## config.mk

```make
export PLATFORM = sky130hd
export DESIGN_NAME = memq_dual_issue
export DESIGN_NICKNAME = d
export VERILOG_FILES = /design/src/rtl/memq_pkg.sv /design/src/rtl/memq_station.sv /design/src/rtl/memq_pair_picker.sv /design/src/rtl/memq_store_queue.sv /design/src/rtl/memq_dual_issue.sv
export SDC_FILE = /design/constraint.sdc
export NUM_CORES = 1
export LEC_CHECK = 0
export ABC_AREA = 0
export BUFFER_PORTS_ARGS = -buffer_cell sky130_fd_sc_hd__buf_4
export CAP_MARGIN = 20
export CELL_PAD_IN_SITES_DETAIL_PLACEMENT = 1
export CELL_PAD_IN_SITES_GLOBAL_PLACEMENT = 1
export CORE_AREA = 2 2 214 216
export CTS_BUF_LIST = sky130_fd_sc_hd__clkbuf_4
export CTS_CLUSTER_DIAMETER = 120
export CTS_CLUSTER_SIZE = 14
export DETAILED_ROUTE_END_ITERATION = 7
export DIE_AREA = 0 0 216 218
export PLACE_DENSITY_LB_ADDON = 0.1
export SYNTH_ARGS = -nofsm -noshare
export SYNTH_HDL_FRONTEND = slang
export SYNTH_SLANG_ARGS = --single-unit
```

## constraint.sdc

```tcl
create_clock -name clk -period 12.1 [get_ports clk]
set_input_delay 1.21 -clock clk [delete_from_list [all_inputs] [get_ports clk]]
set_output_delay 1.21 -clock clk [all_outputs]
set_load 0.01 [all_outputs]
```

## src/rtl/memq_pkg.sv

```systemverilog
package memq_pkg;
  localparam int IDX_W  = 6;
  localparam int BANK_W = 3;
  localparam int TAG_W  = 4;
  localparam int DATA_W = 32;
  localparam int FLAG_W = 5;

  // solo attribute bit positions
  localparam int FL_IO   = 0;
  localparam int FL_LOCK = 1;
  localparam int FL_DESC = 2;
  localparam int FL_BKPT = 3;
  localparam int FL_MIS1 = 4;

  typedef struct packed {
    logic              store;
    logic [IDX_W-1:0]  idx;
    logic [BANK_W-1:0] bank;
    logic [FLAG_W-1:0] flags;
    logic [TAG_W-1:0]  tag;
    logic [DATA_W-1:0] data;
  } mem_op_t;

  typedef struct packed {
    logic [IDX_W-1:0]  idx;
    logic [BANK_W-1:0] bank;
    logic [DATA_W-1:0] data;
  } wq_ent_t;

  function automatic logic travels_alone(mem_op_t op);
    return |op.flags;
  endfunction
endpackage

```

## src/rtl/memq_station.sv

```systemverilog
module memq_station
  import memq_pkg::*;
#(
  parameter  int SLOTS = 4,
  localparam int CNT_W = $clog2(SLOTS + 1)
) (
  input  logic              clk,
  input  logic              rst,
  input  logic              flush,
  input  logic [1:0]        enq_acc,
  input  mem_op_t [1:0]     enq_op,
  input  logic [1:0]        n_issue,
  output mem_op_t [1:0]     head,
  output logic [1:0]        head_v,
  output logic [CNT_W-1:0]  count
);
  mem_op_t          q [SLOTS];
  mem_op_t          d [SLOTS];
  logic [CNT_W-1:0] cnt_q, cnt_d;

  // compact out issued heads, then append accepted lanes in age order
  always_comb begin
    int src;
    int wp;
    for (int i = 0; i < SLOTS; i++) d[i] = q[i];
    for (int i = 0; i < SLOTS; i++) begin
      src = i + int'(n_issue);
      if (src < SLOTS) d[i] = q[src];
    end
    wp = int'(cnt_q) - int'(n_issue);
    for (int l = 0; l < 2; l++) begin
      if (enq_acc[l] && wp < SLOTS) begin
        d[wp] = enq_op[l];
        wp    = wp + 1;
      end
    end
    cnt_d = CNT_W'(wp);
  end

  always_ff @(posedge clk) begin
    if (rst || flush) cnt_q <= '0;
    else              cnt_q <= cnt_d;
  end

  always_ff @(posedge clk) begin
    for (int i = 0; i < SLOTS; i++) q[i] <= d[i];
  end

  for (genvar h = 0; h < 2; h++) begin : g_head
    assign head[h]   = q[h];
    assign head_v[h] = (cnt_q > CNT_W'(h));
  end

  assign count = cnt_q;

  assert_station_bound_R9: assert property (@(posedge clk) disable iff (rst)
    cnt_q <= CNT_W'(SLOTS));
endmodule

```

## src/rtl/memq_pair_picker.sv

```systemverilog
module memq_pair_picker
  import memq_pkg::*;
(
  input  mem_op_t [1:0] head,
  input  logic [1:0]    head_v,
  input  logic          wq_room,
  output logic [1:0]    take
);
  logic a_ok, b_ok, mixed, same_line, both_wr, any_solo;

  always_comb begin
    a_ok      = head_v[0] && (!head[0].store || wq_room);
    mixed     = head[0].store != head[1].store;
    same_line = (head[0].idx == head[1].idx) && (head[0].bank == head[1].bank);
    both_wr   = head[0].store && head[1].store;
    any_solo  = travels_alone(head[0]) || travels_alone(head[1]);
    b_ok      = a_ok && head_v[1] && !both_wr && !any_solo &&
                !(mixed && same_line) && (!head[1].store || wq_room);
    take      = {b_ok, a_ok};
  end
endmodule

```

## src/rtl/memq_store_queue.sv

```systemverilog
module memq_store_queue
  import memq_pkg::*;
#(
  parameter  int DEPTH = 4,
  localparam int PTR_W = $clog2(DEPTH),
  localparam int CNT_W = $clog2(DEPTH + 1)
) (
  input  logic    clk,
  input  logic    rst,
  input  logic    flush,
  input  logic    push,
  input  wq_ent_t push_ent,
  input  logic    pop,
  output wq_ent_t head,
  output logic    not_empty,
  output logic    has_room
);
  wq_ent_t          mem [DEPTH];
  logic [PTR_W-1:0] wr_q, rd_q;
  logic [CNT_W-1:0] cnt_q;

  function automatic logic [PTR_W-1:0] bump(logic [PTR_W-1:0] p);
    return (p == PTR_W'(DEPTH - 1)) ? '0 : p + 1'b1;
  endfunction

  always_ff @(posedge clk) begin
    if (push) mem[wr_q] <= push_ent;
  end

  always_ff @(posedge clk) begin
    if (rst || flush) begin
      wr_q  <= '0;
      rd_q  <= '0;
      cnt_q <= '0;
    end else begin
      if (push) wr_q <= bump(wr_q);
      if (pop)  rd_q <= bump(rd_q);
      case ({push, pop})
        2'b10:   cnt_q <= cnt_q + 1'b1;
        2'b01:   cnt_q <= cnt_q - 1'b1;
        default: cnt_q <= cnt_q;
      endcase
    end
  end

  assign head      = mem[rd_q];
  assign not_empty = (cnt_q != '0);
  assign has_room  = (cnt_q < CNT_W'(DEPTH));

  assert_wq_no_overflow_R6: assert property (@(posedge clk) disable iff (rst)
    push |-> (cnt_q < CNT_W'(DEPTH)));
  assert_wq_no_underflow_R7: assert property (@(posedge clk) disable iff (rst)
    pop |-> (cnt_q != '0));
endmodule

```

## src/rtl/memq_dual_issue.sv

```systemverilog
module memq_dual_issue
  import memq_pkg::*;
#(
  parameter int SLOTS    = 4,
  parameter int WQ_DEPTH = 4
) (
  input  logic                  clk,
  input  logic                  rst,
  input  logic                  flush,
  input  logic [1:0]            enq_valid,
  input  logic [1:0]            enq_store,
  input  logic [2*IDX_W-1:0]    enq_index,
  input  logic [2*BANK_W-1:0]   enq_bank,
  input  logic [2*FLAG_W-1:0]   enq_flags,
  input  logic [2*TAG_W-1:0]    enq_tag,
  input  logic [2*DATA_W-1:0]   enq_data,
  output logic                  enq_ready,
  output logic [1:0]            gnt_valid,
  output logic [1:0]            gnt_store,
  output logic [2*TAG_W-1:0]    gnt_tag,
  input  logic                  wq_accept,
  output logic                  wq_valid,
  output logic [IDX_W-1:0]      wq_index,
  output logic [BANK_W-1:0]     wq_bank,
  output logic [DATA_W-1:0]     wq_data
);
  localparam int CNT_W = $clog2(SLOTS + 1);

  mem_op_t [1:0]    lane_op;
  mem_op_t [1:0]    head;
  logic [1:0]       head_v, take, take_q, store_q, enq_acc, n_issue;
  logic [CNT_W-1:0] st_count;
  logic [2*TAG_W-1:0] tag_q;
  logic             wq_room, wq_push, wq_pop;
  wq_ent_t          wq_in, wq_head;
  mem_op_t          wr_op;

  for (genvar l = 0; l < 2; l++) begin : g_lane
    assign lane_op[l].store = enq_store[l];
    assign lane_op[l].idx   = enq_index[l*IDX_W +: IDX_W];
    assign lane_op[l].bank  = enq_bank[l*BANK_W +: BANK_W];
    assign lane_op[l].flags = enq_flags[l*FLAG_W +: FLAG_W];
    assign lane_op[l].tag   = enq_tag[l*TAG_W +: TAG_W];
    assign lane_op[l].data  = enq_data[l*DATA_W +: DATA_W];
  end

  assign enq_ready = (st_count <= CNT_W'(SLOTS - 2));
  assign enq_acc   = enq_valid & {2{enq_ready && !flush}};

  memq_station #(.SLOTS(SLOTS)) station_i (
    .clk(clk), .rst(rst), .flush(flush),
    .enq_acc(enq_acc), .enq_op(lane_op), .n_issue(n_issue),
    .head(head), .head_v(head_v), .count(st_count)
  );

  memq_pair_picker picker_i (
    .head(head), .head_v(head_v), .wq_room(wq_room), .take(take)
  );

  // at most one write is granted per clock, so one write port suffices
  assign wr_op   = (take[0] && head[0].store) ? head[0] : head[1];
  assign wq_push = !flush && ((take[0] && head[0].store) || (take[1] && head[1].store));
  assign wq_in   = '{idx: wr_op.idx, bank: wr_op.bank, data: wr_op.data};
  assign wq_pop  = wq_valid && wq_accept && !flush;
  assign n_issue = flush ? 2'd0 : ({1'b0, take[0]} + {1'b0, take[1]});

  memq_store_queue #(.DEPTH(WQ_DEPTH)) wq_i (
    .clk(clk), .rst(rst), .flush(flush),
    .push(wq_push), .push_ent(wq_in), .pop(wq_pop),
    .head(wq_head), .not_empty(wq_valid), .has_room(wq_room)
  );

  always_ff @(posedge clk) begin
    if (rst || flush) take_q <= '0;
    else              take_q <= take;
    for (int s = 0; s < 2; s++) begin
      store_q[s]               <= head[s].store;
      tag_q[s*TAG_W +: TAG_W]  <= head[s].tag;
    end
  end

  assign gnt_valid = take_q;
  assign gnt_store = store_q;
  assign gnt_tag   = tag_q;
  assign wq_index  = wq_head.idx;
  assign wq_bank   = wq_head.bank;
  assign wq_data   = wq_head.data;

  assert_no_write_pair_R3: assert property (@(posedge clk) disable iff (rst)
    (gnt_valid == 2'b11) |-> (gnt_store != 2'b11));
  assert_slot1_after_slot0_R2: assert property (@(posedge clk) disable iff (rst)
    gnt_valid[1] |-> gnt_valid[0]);
  assert_pair_no_solo_R5: assert property (@(posedge clk) disable iff (rst)
    take[1] |-> !(travels_alone(head[0]) || travels_alone(head[1])));
  assert_pair_no_line_clash_R4: assert property (@(posedge clk) disable iff (rst)
    (take[1] && (head[0].store != head[1].store)) |->
      !((head[0].idx == head[1].idx) && (head[0].bank == head[1].bank)));
  assert_flush_empties_R8: assert property (@(posedge clk) disable iff (rst)
    flush |=> (!wq_valid && enq_ready && gnt_valid == 2'b00));
endmodule

```

[Word-level counts from Yosys, hierarchy flattened]
Memories as Yosys holds them, arrays and structs flattened. A register that Yosys moved wholly into a read port is not among the register bits.
Cells that the tools add are included.
Word-level totals
  output and inout port bits: 55
  register bits after elaboration: 22
  memories: 2
  memory bits (writable): 368
  logic and storage cells: 101
  bits of input ports: 108
Cells by class
  add/sub/neg operators: 11
  reduce and logical (&&, ||, !) cells: 34
  bitwise logic cells: 3
  eq/ne operators: 7
  magnitude comparators: 14
  muxes and demuxes: 23
Memory list
  station_i.q: words 4, width 51, read ports 8, clocked after Yosys merged registers in 0, wr ports 4, line memq_station.sv:17  | mem_op_t q [SLOTS];
  wq_i.mem: words 4, width 41, read ports 1, clocked after Yosys merged registers in 1, wr ports 1, line memq_store_queue.sv:18  | wq_ent_t mem [DEPTH];
Operators by type and width (number)
  $bwmux W204: 2
  $mux W204: 2
  $mux W51: 6
  $demux W51 S2: 2
  $lt A32 B4 Y1 const B: 5
  $ge A32 B3 Y1 const B: 2
  $lt A32 B1 Y1 const B: 2
  $not A32 Y32: 2
  $mux W50: 1
  $add A32 B2 Y32 const B: 1
  $mux W32: 1
  $logic_and A1 B1 Y1: 19
  $mux W2: 5
  $reduce_or A5 Y1: 2
  $add A2 B2 Y3 const A: 2
  $eq A2 B2 Y1 const B: 3
  $eq A6 B6 Y1: 1
  $gt A3 B1 Y1 const B: 2
  $logic_not A1 Y1: 6
  $pmux W3 S2: 1
  $logic_or A1 B1 Y1: 5
  $add A2 B1 Y2 const B: 2
  $sub A3 B2 Y4: 1
  $add A1 B2 Y3 const A: 1
  15 further kinds: 16

[Longest topological paths before layout]
An unclocked memory read counts as a cell.
  depth after elaboration: 22
  mapped depth: 24
  gate-level depth less buffers: 20

[Cells and area by module]
From an unflattened synthesis, not the netlist that was laid out.
Second synthesis, totals
  cell total of the unflattened synthesis: 1936
  area, all modules: 21489.4 µm²
By module, submodules not included
  memq_station: times used 1, seq. area each 4144.0 µm², cells each 1578, area an instance 13908.3 µm²
  memq_store_queue: times used 1, seq. area each 5104.9 µm², cells each 265, area an instance 6422.4 µm²
  memq_dual_issue: times used 1, seq. area each 240.2 µm², cells each 71, area an instance 985.9 µm²
  memq_pair_picker: times used 1, seq. area each 0.0 µm², cells each 22, area an instance 172.7 µm²

[Worst setup path before layout]
OpenSTA, ideal clock, no wires.
  path kind: input to register
  from: input flush
  to: memory station_i.q[3][42] (netlist name)
  slack: 6.895 ns
  library setup time: 0.118 ns
  path buffers: 4
  required time: 11.982 ns
  arrival: 5.087 ns
  stages: 18
  path through: nand2b_1 clkbuf_1 inv_2 buf_2 ha_1 inv_1 fa_1 ha_1 nand2b_1 or3_1 ha_1 or3_1 o32a_1 or4_4 buf_6 buf_6 nor2_1 a21oi_1
RTL lines
  start, declared: line memq_dual_issue.sv:9  | input logic flush,
  end, declared: line memq_station.sv:17

==> impl_metrics.tcl <==
set metrics [dict create \
    cap_violations 0 \
    p_sw_share_pct 37.5 \
    die_x_um 216 \
    routedWlPerCell_um 25.1 \
    gr-total-overflow 0 \
    start_util_pct 47.2 \
    place_congestion 0.834 \
    vias 15600 \
    seq_power_share_pct 43.9 \
    clock_path_buffers 3 \
    drt-pass1-iter-count 6 \
    cp-start-kind "flop" \
    clock_power_share_pct 12.1 \
    drt_drc_violations_left 0 \
    p_int_mw 3.26 \
    regArea_um2 9490 \
    ant_nets 0 \
    design.portCount 163 \
    coreArea_um2 44900 \
    power.total_mw 5.21 \
    setup_violations 0 \
    max_freq_mhz 141 \
    grt_pass1_wl_um 98100 \
    synth_edf_count 164 \
    grt_pass1_vias 16300 \
    syn-cell-area_um2 21200 \
    syn-num-nets 1998 \
    areaGrowthSynthToFinish_pct 9.42 \
    synth_ff_type "dfxtp_1" \
    hpwlAfterDp_um 38500 \
    end_kind "flop" \
    maxSlewHeadroom_pct 32.9 \
    cp.required_ns 12.84 \
    die_area_um2 47100 \
    synthCells 1863 \
    cts_num_sinks 392 \
    fin_skew_ns 0.0466 \
    worst_slew_pin_slew_ns 1.01 \
    reg2reg_slack_ns 4.99 \
    cp_max_fo 30 \
    fin_nets 2064 \
    via_per_inst 6.10 \
    yosysWarnings 0 \
    die_y_um 218 \
    htreeDepth 1 \
    critPathKind "reg -> reg" \
    antenna_found_initial 6 \
    clk_pin_slew_worst_paths_ns 0.17 \
    hold_violations 0 \
    period_needed_ns 7.11 \
    p_per_area_nw_per_um2 225 \
    portBuffers 162 \
    maxSlewViolCount 0 \
    cts-hold-fix-buffers 0 \
    avgSynthCellArea_um2 11.4 \
    fin_tns_setup_ns 0 \
    ir_worst_vdd_uv 99.0 \
    grt_max_degree 91 \
    rows 78 \
    grt_setup_unrepaired "false" \
    cts_root_buf "clkbuf_4" \
    dr.first_iter.drc_count 975 \
    holdCritPathClass "reg -> reg" \
    p_leak_nw 8.43 \
    numCtsBuffers 31 \
    post_cts_buffers 0 \
    worstPathArrival_ns 7.84 \
    clk_latency_ns 0.87 \
    cts_tree "built" \
    grt_usage_pct 26.9 \
    holdWs_ns 0.387 \
    combPwrFrac_pct 44.1 \
    yosysSeqAreaShare_pct 44.8 \
    wl_um 64000 \
    status "complete, no violations" \
    async_flop_share_pct 0 \
    drive_gt1_share_pct 25.7 \
    nFillCells 4830 \
    fin_crit_sh_pct 58.7 \
    switchingPower_mw 1.95 \
    synth.distinct_cells 49 \
    ys_seq_elements 392 \
    multiInputGateArea_um2 11000 \
    post_cts_resized 0 \
]
-- cell usage in the layout, fill, tap and decap left out, types with 3 or more instances in the layout --
master	instances
inv_1	12
xnor2_1	11
buf_4	184
and2_1	5
diode_2	4
nand2b_1	5
clkbuf_4	53
nand3_1	6
nor2b_1	3
o2bb2ai_1	51
mux2_2	143
a211oi_1	51
and3_1	3
mux4_2	92
dfxtp_1	226
or3_1	6
o21ai_0	58
nand2_1	60
nor2_1	212
nor3_1	4
ha_1	23
a21oi_1	217
edfxtp_1	164
and2_2	4
nand4_1	4
mux2i_1	306
o211ai_1	3
-- cell families (layout without fill, tap and decap cells) --
logic type | count (synthesis) | after routing | synth area share (%)
buffers and inverters | 167 | 254 | 3.59
muxes | 541 | 541 | 31.8
other | 0 | 4 | 0
adders and majority gates | 27 | 27 | 1.66
DFF | 392 | 392 | 44.8
AOI/OAI and AO/OA | 395 | 395 | 11.1
xor gates and xnor gates | 13 | 13 | 0.537
and+or+nand+nor | 328 | 328 | 6.49
-- layout make-up --
cell class | count | area share (%)
Sequential cell | 392 | 40.9
Clock inverter | 1 | 0.0162
Tap cell | 600 | 3.24
Clock buffer | 53 | 1.72
Inverter | 14 | 0.237
Timing Repair Buffer | 186 | 6.19
Multi-Input combinational cell | 1304 | 47.6
Antenna cell | 4 | 0.0432
-- worst max-delay path, cell delays in order (launching register included) --
cell	delay [ns]
dfxtp_1	0.41
ha_1	0.26
nor4_1	0.19
o2111a_1	0.29
o311a_1	0.26
ha_1	0.21
nand2b_4	0.30
inv_4	0.54
ha_1	0.27
inv_1	0.06
fa_1	0.58
ha_1	0.25
nand2b_1	0.12
or3_1	0.33
ha_1	0.18
or3_1	0.38
o32a_1	0.33
nor3_1	0.33
nand3_2	0.70
buf_4	0.59
mux2_2	0.34
-- power by group through the flow --
stage	clock network (mW)	registers, mW	logic [mW]
3_3_place_gp	0	2.28	2.18
6_report	0.628	2.29	2.30
2_1_floorplan	0	2.19	1.74
3_5_place_dp	0	2.31	2.28
4_1_cts	0.653	2.28	2.29
5_1_grt	0.694	2.34	2.53
-- flip-flops by register name, summed over array words and instances (netlist names), named ones only --
signal / count
station_i.q: 204
gnt_tag: 8
wq_i.rd_q: 2
wq_i.wr_q: 2
gnt_store: 2
wq_i.cnt_q: 3
wq_i.mem: 164
gnt_valid: 2
station_i.count: 3
-- cells in the mapped netlist (2+ instances only) --
library cell | instances | share of area, %
a211oi_1 | 51 | 1.8
a21oi_1 | 218 | 5.1
and2_1 | 10 | 0.30
and3_1 | 3 | 0.089
buf_1 | 21 | 0.37
buf_2 | 47 | 1.1
buf_6 | 10 | 0.53
clkbuf_1 | 75 | 1.3
dfxtp_1 | 228 | 22
edfxtp_1 | 164 | 23
fa_1 | 2 | 0.19
ha_1 | 25 | 1.5
inv_1 | 12 | 0.21
inv_2 | 2 | 0.035
mux2_2 | 143 | 7.6
mux2i_1 | 306 | 14
mux4_2 | 92 | 9.8
nand2_1 | 60 | 1.1
nand2b_1 | 7 | 0.21
nand3_1 | 8 | 0.19
nand3b_1 | 2 | 0.071
nand4_1 | 4 | 0.12
nor2_1 | 213 | 3.8
nor2b_1 | 3 | 0.089
nor3_1 | 4 | 0.094
nor4_1 | 2 | 0.059
o211a_1 | 2 | 0.094
o211ai_1 | 3 | 0.11
o21a_1 | 2 | 0.071
o21ai_0 | 58 | 1.4
o2bb2ai_1 | 51 | 2.1
or3_1 | 6 | 0.18
or4_4 | 2 | 0.11
xnor2_1 | 11 | 0.45
xor2_1 | 2 | 0.083
-- final timing paths --
| path | startpoint | end | depth (start not counted) |
|---|---|---|---|
| hold reg to reg | station_i.q[0][32] | gnt_tag[0] | 0 |
| hold / removal | station_i.q[0][32] | gnt_tag[0] | 0 |
| setup / recovery | station_i.q[0][50] | station_i.q[2][23] | 20 |
| setup reg to reg | station_i.q[0][50] | station_i.q[2][23] | 20 |
-- metrics by stage --
step                utilization (%)  instances  setup WS, ns  cell area, um2
finish                         51.7       2554          4.99           23200
floorplan                         -       1863          6.89           21200
CTS                            51.5       2548          4.97           23100
global route                   51.6       2552          4.61           23200
global placement               50.6       2494          5.19           22700
detailed placement             50.6       2494          5.04           22700
-- metal layers --
metal	wire length, um	global-route usage, %	vias up
met4	1560	7.37	8
li1	-	-	7123
met5	59	0	-
met2	31100	46.6	365
met3	2800	2.83	98
met1	28400	35.9	7979
Note: power is estimated with default switching activity, not from simulation.
